$ cat src/rtl/templim_pkg.sv
package templim_pkg;
  // Arm state of one limit path
  typedef enum logic {
    ST_ARMED    = 1'b0,
    ST_DISARMED = 1'b1
  } arm_e;

  localparam int unsigned PATH_HI = 0;
  localparam int unsigned PATH_LO = 1;
  localparam int unsigned NPATH   = 2;
endpackage

$ cat src/rtl/templim_rstsync.sv
module templim_rstsync #(
  parameter int unsigned STAGES = 2
) (
  input  logic clk,
  input  logic arst_n,
  output logic srst_n
);
  logic [STAGES-1:0] sync_q;

  always_ff @(posedge clk or negedge arst_n) begin
    if (!arst_n) sync_q <= '0;
    else         sync_q <= {sync_q[STAGES-2:0], 1'b1};
  end

  assign srst_n = sync_q[STAGES-1];
endmodule

$ cat src/rtl/templim_cmp.sv
// Window comparators: one violation flag per path
module templim_cmp
  import templim_pkg::*;
#(
  parameter int unsigned TW = 8
) (
  input  logic signed [TW-1:0] temp,
  input  logic signed [TW-1:0] hi,
  input  logic signed [TW-1:0] lo,
  output logic [NPATH-1:0]     viol
);
  always_comb begin
    viol          = '0;
    viol[PATH_HI] = (temp > hi);
    viol[PATH_LO] = (temp < lo);
  end
endmodule

$ cat src/rtl/templim_filt.sv
// Persistence filter for one path: counts violations while armed and
// in-limit samples while disarmed
module templim_filt
  import templim_pkg::*;
#(
  parameter int unsigned RUN = 3,
  localparam int unsigned CW = (RUN > 2) ? $clog2(RUN) : 1
) (
  input  logic clk,
  input  logic rst_n,
  input  logic step,
  input  logic hit,
  output logic fire
);
  localparam logic [CW-1:0] LAST = CW'(RUN - 1);

  arm_e          st_q, st_d;
  logic [CW-1:0] cnt_q, cnt_d;

  always_comb begin
    st_d  = st_q;
    cnt_d = cnt_q;
    fire  = 1'b0;
    if (step) begin
      unique case (st_q)
        ST_ARMED: begin
          if (hit) begin
            if (cnt_q == LAST) begin
              fire  = 1'b1;
              st_d  = ST_DISARMED;
              cnt_d = '0;
            end else begin
              cnt_d = cnt_q + 1'b1;
            end
          end else begin
            cnt_d = '0;
          end
        end
        ST_DISARMED: begin
          if (!hit) begin
            if (cnt_q == LAST) begin
              st_d  = ST_ARMED;
              cnt_d = '0;
            end else begin
              cnt_d = cnt_q + 1'b1;
            end
          end else begin
            cnt_d = '0;
          end
        end
        default: begin
          st_d  = ST_ARMED;
          cnt_d = '0;
        end
      endcase
    end
  end

  always_ff @(posedge clk or negedge rst_n) begin
    if (!rst_n) begin
      st_q  <= ST_ARMED;
      cnt_q <= '0;
    end else if (step) begin
      st_q  <= st_d;
      cnt_q <= cnt_d;
    end
  end
endmodule

$ cat src/rtl/templim_stat.sv
// Sticky status with clear; a same-cycle set beats the clear
module templim_stat #(
  parameter int unsigned N = 2
) (
  input  logic         clk,
  input  logic         rst_n,
  input  logic [N-1:0] set,
  input  logic         clr,
  output logic [N-1:0] stat
);
  logic [N-1:0] stat_d;
  logic         upd;

  always_comb begin
    stat_d = (clr ? '0 : stat) | set;
    upd    = clr | (|set);
  end

  always_ff @(posedge clk or negedge rst_n) begin
    if (!rst_n)   stat <= '0;
    else if (upd) stat <= stat_d;
  end
endmodule

$ cat src/rtl/templim_irqdrv.sv
// Interrupt combine: unmasked status or thermal alarm
module templim_irqdrv #(
  parameter int unsigned N = 2
) (
  input  logic [N-1:0] stat,
  input  logic [N-1:0] mask,
  input  logic         alarm_n,
  output logic         irq_n
);
  always_comb begin
    irq_n = ~((|(stat & ~mask)) | ~alarm_n);
  end
endmodule

$ cat src/rtl/templim_irq.sv
module templim_irq
  import templim_pkg::*;
#(
  parameter int unsigned TW  = 8,
  parameter int unsigned RUN = 3
) (
  input  logic                 clk,
  input  logic                 rst_n,
  input  logic                 conv_vld,
  input  logic signed [TW-1:0] conv_temp,
  input  logic signed [TW-1:0] lim_hi,
  input  logic signed [TW-1:0] lim_lo,
  input  logic [NPATH-1:0]     src_mask,
  input  logic                 clr,
  input  logic                 alarm_n,
  output logic                 irq_n,
  output logic [NPATH-1:0]     stat_o
);
  logic             rst_int_n;
  logic [NPATH-1:0] viol;
  logic [NPATH-1:0] fire;

  templim_rstsync #(.STAGES(2)) u_rst (
    .clk    (clk),
    .arst_n (rst_n),
    .srst_n (rst_int_n)
  );

  templim_cmp #(.TW(TW)) u_cmp (
    .temp (conv_temp),
    .hi   (lim_hi),
    .lo   (lim_lo),
    .viol (viol)
  );

  for (genvar p = 0; p < NPATH; p++) begin : g_path
    templim_filt #(.RUN(RUN)) u_filt (
      .clk   (clk),
      .rst_n (rst_int_n),
      .step  (conv_vld),
      .hit   (viol[p]),
      .fire  (fire[p])
    );
  end

  templim_stat #(.N(NPATH)) u_stat (
    .clk   (clk),
    .rst_n (rst_int_n),
    .set   (fire),
    .clr   (clr),
    .stat  (stat_o)
  );

  templim_irqdrv #(.N(NPATH)) u_irq (
    .stat    (stat_o),
    .mask    (src_mask),
    .alarm_n (alarm_n),
    .irq_n   (irq_n)
  );
endmodule

$ cat config.mk
export PLATFORM = sky130hd
export DESIGN_NAME = templim_irq
export DESIGN_NICKNAME = d
export VERILOG_FILES = /design/src/rtl/templim_pkg.sv /design/src/rtl/templim_rstsync.sv /design/src/rtl/templim_cmp.sv /design/src/rtl/templim_filt.sv /design/src/rtl/templim_stat.sv /design/src/rtl/templim_irqdrv.sv /design/src/rtl/templim_irq.sv
export SDC_FILE = /design/constraint.sdc
export NUM_CORES = 1
export LEC_CHECK = 0
export BUFFER_PORTS_ARGS = -buffer_cell sky130_fd_sc_hd__buf_2
export CORE_MARGIN = 2
export CORE_UTILIZATION = 49
export DETAILED_ROUTE_END_ITERATION = 10
export GPL_TIMING_DRIVEN = 0
export PLACE_DENSITY = 0.89
export SYNTH_ARGS = -nofsm -noshare
export SYNTH_HDL_FRONTEND = slang
export SYNTH_SLANG_ARGS = --single-unit
export TNS_END_PERCENT = 5
$ cat constraint.sdc
create_clock -name clk -period 0.9 [get_ports clk]
set_input_delay 0.18 -clock clk [delete_from_list [all_inputs] [get_ports clk]]
set_output_delay 0.18 -clock clk [all_outputs]
set_load 0.01 [all_outputs]
---- Yosys cells after proc, flatten, opt, wreduce, memory -nomap -nowiden ----
Cells that the tools add are included.
word-level totals
  bits in registers ....................... 10
  output and inout bits ................... 3
cells by class
  add/subtract/negate cells ............... 2
  $lt $le $gt $ge ......................... 2
  equal/unequal tests ..................... 2
  mux-type cells .......................... 23
  bitwise gates (word level) .............. 9
  reductions and logical operators ........ 2
operators by type and width
  operator             count
  $mux 2               7
  $mux 1               12
  $gt 8x8->1           1
  $lt 8x8->1           1
  $pmux 2 s2           2
  $add 2x1->2 const B  2
  $eq 2x2->1 const B   2
  $not 1->1            4
  $pmux 1 s2           2
  $reduce_or 2->1      2
  $and 2x2->2          1
  $not 2->2            1
  $or 1x1->1           2
  $or 2x2->2           1

---- Logic depth before layout (Yosys ltp) ----
  word-level depth ........................ 7
  gate-level depth with buffers ........... 7
  gate-level depth less buffers ........... 7

---- Modules after synthesis ----
From an unflattened synthesis, not the netlist that was laid out.
unflattened totals
  cells, all modules ...................... 93
  area total of the unflattened synthesis .. 822.0 um^2
modules (own cells, without submodules)
  module           instances  cells an instance  area an instance (um^2)  seq. area each (um^2)
  templim_cmp      1          56                 387.9                    0.0
  templim_filt     2          13                 146.4                    75.1
  templim_stat     1          5                  68.8                     50.0
  templim_rstsync  1          3                  53.8                     50.0
  templim_irqdrv   1          3                  18.8                     0.0

---- Least setup slack after synthesis ----
OpenSTA, ideal clock, no wires.
  path type ............................... input -> register
  start point ............................. input lim_hi[5]
  end point ............................... register g_path[0].u_filt.cnt_q[1]
  library setup time ...................... 0.134 ns
  data arrival time ....................... 1.431 ns
  path slack .............................. -0.665 ns
  cell stages on the path ................. 7
  buffers on the path ..................... 0
  cells stage by stage .................... inv_1 -> ha_1 -> a21oi_2 -> o21ai_1 -> a2111o_1 -> a221oi_2 -> o22ai_1
on the way
  longest elaborated chain between the ends .. 3
  elaborated cells on any way between the ends .. 4
  those cells by class .................... order compare (1); mux (3)
RTL lines
  what                              line                                    source
  start, declared                   templim_irq.sv:11                       input logic signed [TW-1:0] lim_hi,
  $gt 8x8->1 (*)                    templim_cmp.sv:14                       viol[PATH_HI] = (temp > hi);
  $mux 2, on equally long branches  templim_filt.sv:40, templim_filt.sv:27
  $pmux 2 s2 (*)                    templim_filt.sv:25                      unique case (st_q)
  end signal, assigned              templim_filt.sv:65                      cnt_q <= cnt_d;
  end, declared                     templim_filt.sv:18                      logic [CW-1:0] cnt_q, cnt_d;
Every way passes the cells marked *; elsewhere a longest branch is shown, timed or not.
A chain may end at the register's enable or synchronous reset.

---- Worst setup path in the final report ----
  start point ............................. input lim_hi[5]
  end point ............................... register g_path[0].u_filt.cnt_q[0]
The elaborated chain is that of the path after synthesis.

==> metrics.txt <==
pins over their slew limit=0; Area contributors post-synth=dfrtp_1 26%, ha_1 20%, inv_1 9.4%, a21oi_1 3.6%, nand3_1 3.1%; Synth Warn #=0; Clock Path Buffers=2; Largest stage delay, worst path=0.37 ns; mux cell area share after synthesis=0.0338; fraction of the mapped netlist area in simple logic gates=0.196; Req. time, crit path=1.03 ns; status=complete, but fails checks; Power Total=1970 uW; crit path DAT=~1.5 ns; worst-skew pair later-pin latency=0.26 ns; post-synth cell types=37; num ports=34; WL per Instance=roughly 17 um; Yosys top cell by area=dfrtp_1; Post-synth EDFFs=0; largest fanout on the critical path=3; Synth async-reset ratio=1.00; Cell Pwr Density=around 1400 mW/mm^2; largest net degree at the start of global routing=9; placed instance count=between 150 and 200; final setup violation count=11; Compound-Gate Fraction of Synth Area=0.217; post-synthesis sequential area ratio=0.260; HP Class=flip-flop to async pin; maximum VDD drop=between 1000 and 1500 uV; Num CTS Buffers=3; Max-cap violations=0; CTS sink count=10; DR DRC count=0; share of layout cells above drive strength 1=0.477; Final ANT Viol Nets=0; drt pass-1 iters=4; CTS tree=built; Worst setup SP type=input pin; worst slack, placed=-0.787 ns; top-count cell post-synth=inv_1; IO Port Bufs=33; synthesized area=roughly 960 um^2; DP HPWL=1960 um; first-pass GRT wire length=4640 um; failing checks=negative setup slack; Vias/cell=5.71; critical path's slowest cell=a2111o_1; core region area=~0.0019 mm^2; Fin Setup TNS=-3.51 ns; main combinational cell family by area after synthesis=compound AO/OA/AOI/OAI gates; net count after synthesis=between 150 and 200; crit share post-route=1.51; top-area cell type share of the netlist area=0.260; RSZ-0062 raised after global routing=true; crit-path leading delay family=compound AO/OA/AOI/OAI gates; clk slew on worst S/H paths=0.07 ns; diode count=0; post-synthesis cell count=about 110; main flop type after synthesis=dfrtp_1; CP bufs+invs=2; Final Critical Period=1.35 ns; Starting Density=0.506; gr usage total=0.254; synth cell count leaders=24 x inv_1, 15 x ha_1, 10 x dfrtp_1; Max Clk Rate=between 700 and 800 MHz; Setup crit end kind=flip-flop; grt ovf=0; Final WS setup=-0.455 ns; Syn-to-layout area delta=51.1%; post-synthesis register bit count=10; die width=roughly 48 um; DIE HEIGHT=48.3 um; Vias=1039; FP Rows=16; Die Area=0.00233 mm^2; Cell Count, Final, Fillers Out=~180; initial antenna violation count=0; GPL Wtd Cong=0.843; Final nets=between 200 and 250; syn avg cell area=roughly 8.4 um^2; CTS Root Cell=clkbuf_4; design area=0.00145 mm^2; DR iter-0 viols=41; clock skew=between 0.01 and 0.015 ns; final WL=just over 3000 um; crit path kind=input pin to flip-flop; Synth Area in Adders=0.195; count of final hold-check violations=0; XOR/XNOR Fraction of Synth Area=0; crit path cell chain=buf_6 -> inv_4 -> ha_4 -> a21oi_2 -> o21ai_2 -> a2111o_1 -> a221oi_2 -> mux2i_1; placed inst area=roughly 0.0012 mm^2; H-Tree Depth=1; vias in the first global route=1073; leak pwr=between 0.0007 and 0.0008 uW
## kinds of logic (layout without fill, tap and decap cells)
| logic type | count (synthesis) | count (layout) |
|---|---|---|
| AOI/OAI and AO/OA | 29 | 29 |
| other | 1 | 1 |
| muxes | 3 | 3 |
| buffers and inverters | 24 | 65 |
| adders and majority gates | 15 | 15 |
| DFF | 10 | 10 |
| and+or+nand+nor | 32 | 32 |
## repair_timing
action | CTS | global route
hold buffers | 1 | 0
hold endpoints to repair | 2 | 0
buffers inserted | 3 | 1
resized for setup | 27 | 19
gates cloned | 0 | 0
setup endpoints to repair | 11 | 11
pin swaps | 15 | 10
## power breakdown
part	total [uW]	internal, uW	switching, uW
registers	762	585	177
clock network	294	154	140
logic	912	484	428
## final timing paths
check | from | endpoint | slack (ns) | cells after the start
setup / recovery | lim_hi[5] | g_path[0].u_filt.cnt_q[0] | -0.45 | 8
hold / removal | u_rst.sync_q[1] | async pin | 0.11 | 0
setup reg to reg | g_path[0].u_filt.cnt_q[1] | g_path[0].u_filt.cnt_q[0] | -0.36 | 4
hold reg to reg | u_rst.sync_q[1] | async pin | 0.11 | 0
max in group asynchronous | u_rst.sync_q[1] | g_path[0].u_filt.cnt_q[1] | 0.54 | 0
min in group clk | conv_vld | g_path[0].u_filt.cnt_q[0] | 0.23 | 2
## through the flow
| step | utilization | hold slack, ns |
|---|---|---|
| floorplan | - | -0.116 |
| global placement | 0.637 | -0.0354 |
| detailed placement | 0.637 | -0.0284 |
| CTS | 0.722 | 0.128 |
| global route | 0.764 | 0.151 |
| finish | 0.764 | 0.110 |
## layout make-up
class / count / area [um^2]
repair buffers: 38 / 282
clock buffers: 3 / 22.5
multi-input cells: 80 / 771
fillers: 124 / 448
flip-flops and latches: 10 / 250
well taps: 27 / 33.8
inverters: 24 / 95.1
## per-layer routing
layer / track usage / part of all wire / vias to the layer above
li1: - / - / 488
met1: 0.274 / 0.39 / 499
met2: 0.465 / 0.54 / 46
met3: 0.0802 / 0.051 / 6
met4: 0.0905 / 0.018 / 0
met5: 0 / 0 / -
## cells in the final DEF (no fill, tap or decap), types with 2 or more instances in the layout
cell      Yosys  routed
inv_2         0       5
buf_2         0      22
dfrtp_1      10      10
mux2_2        2       2
a21oi_1       7       4
o22ai_1       2       2
o21ai_1       1       2
nand3b_1      3       3
buf_6         0       9
a22o_1        2       2
nand4_1       2       2
nor2_1        6       6
clkbuf_4      0       3
nand2_1       2       2
ha_1         15       6
buf_4         0       4
nor2b_1       3       2
inv_1        24      17
inv_4         0       2
nand3_1       6       6
o21ai_2       0       2
buf_8         0       2
ha_4          0       8
a21oi_2       2       5
a211oi_2      1       2
## worst register-to-register path: cells and delay by family, from the launching register on
kind	cells	cell delay (ns)
multiplexers	1	0.15
flip-flops	1	0.41
AO/OA/AOI/OAI	1	0.11
AND/OR/NAND/NOR	2	0.52
Power figures use the tool's default switching activity.
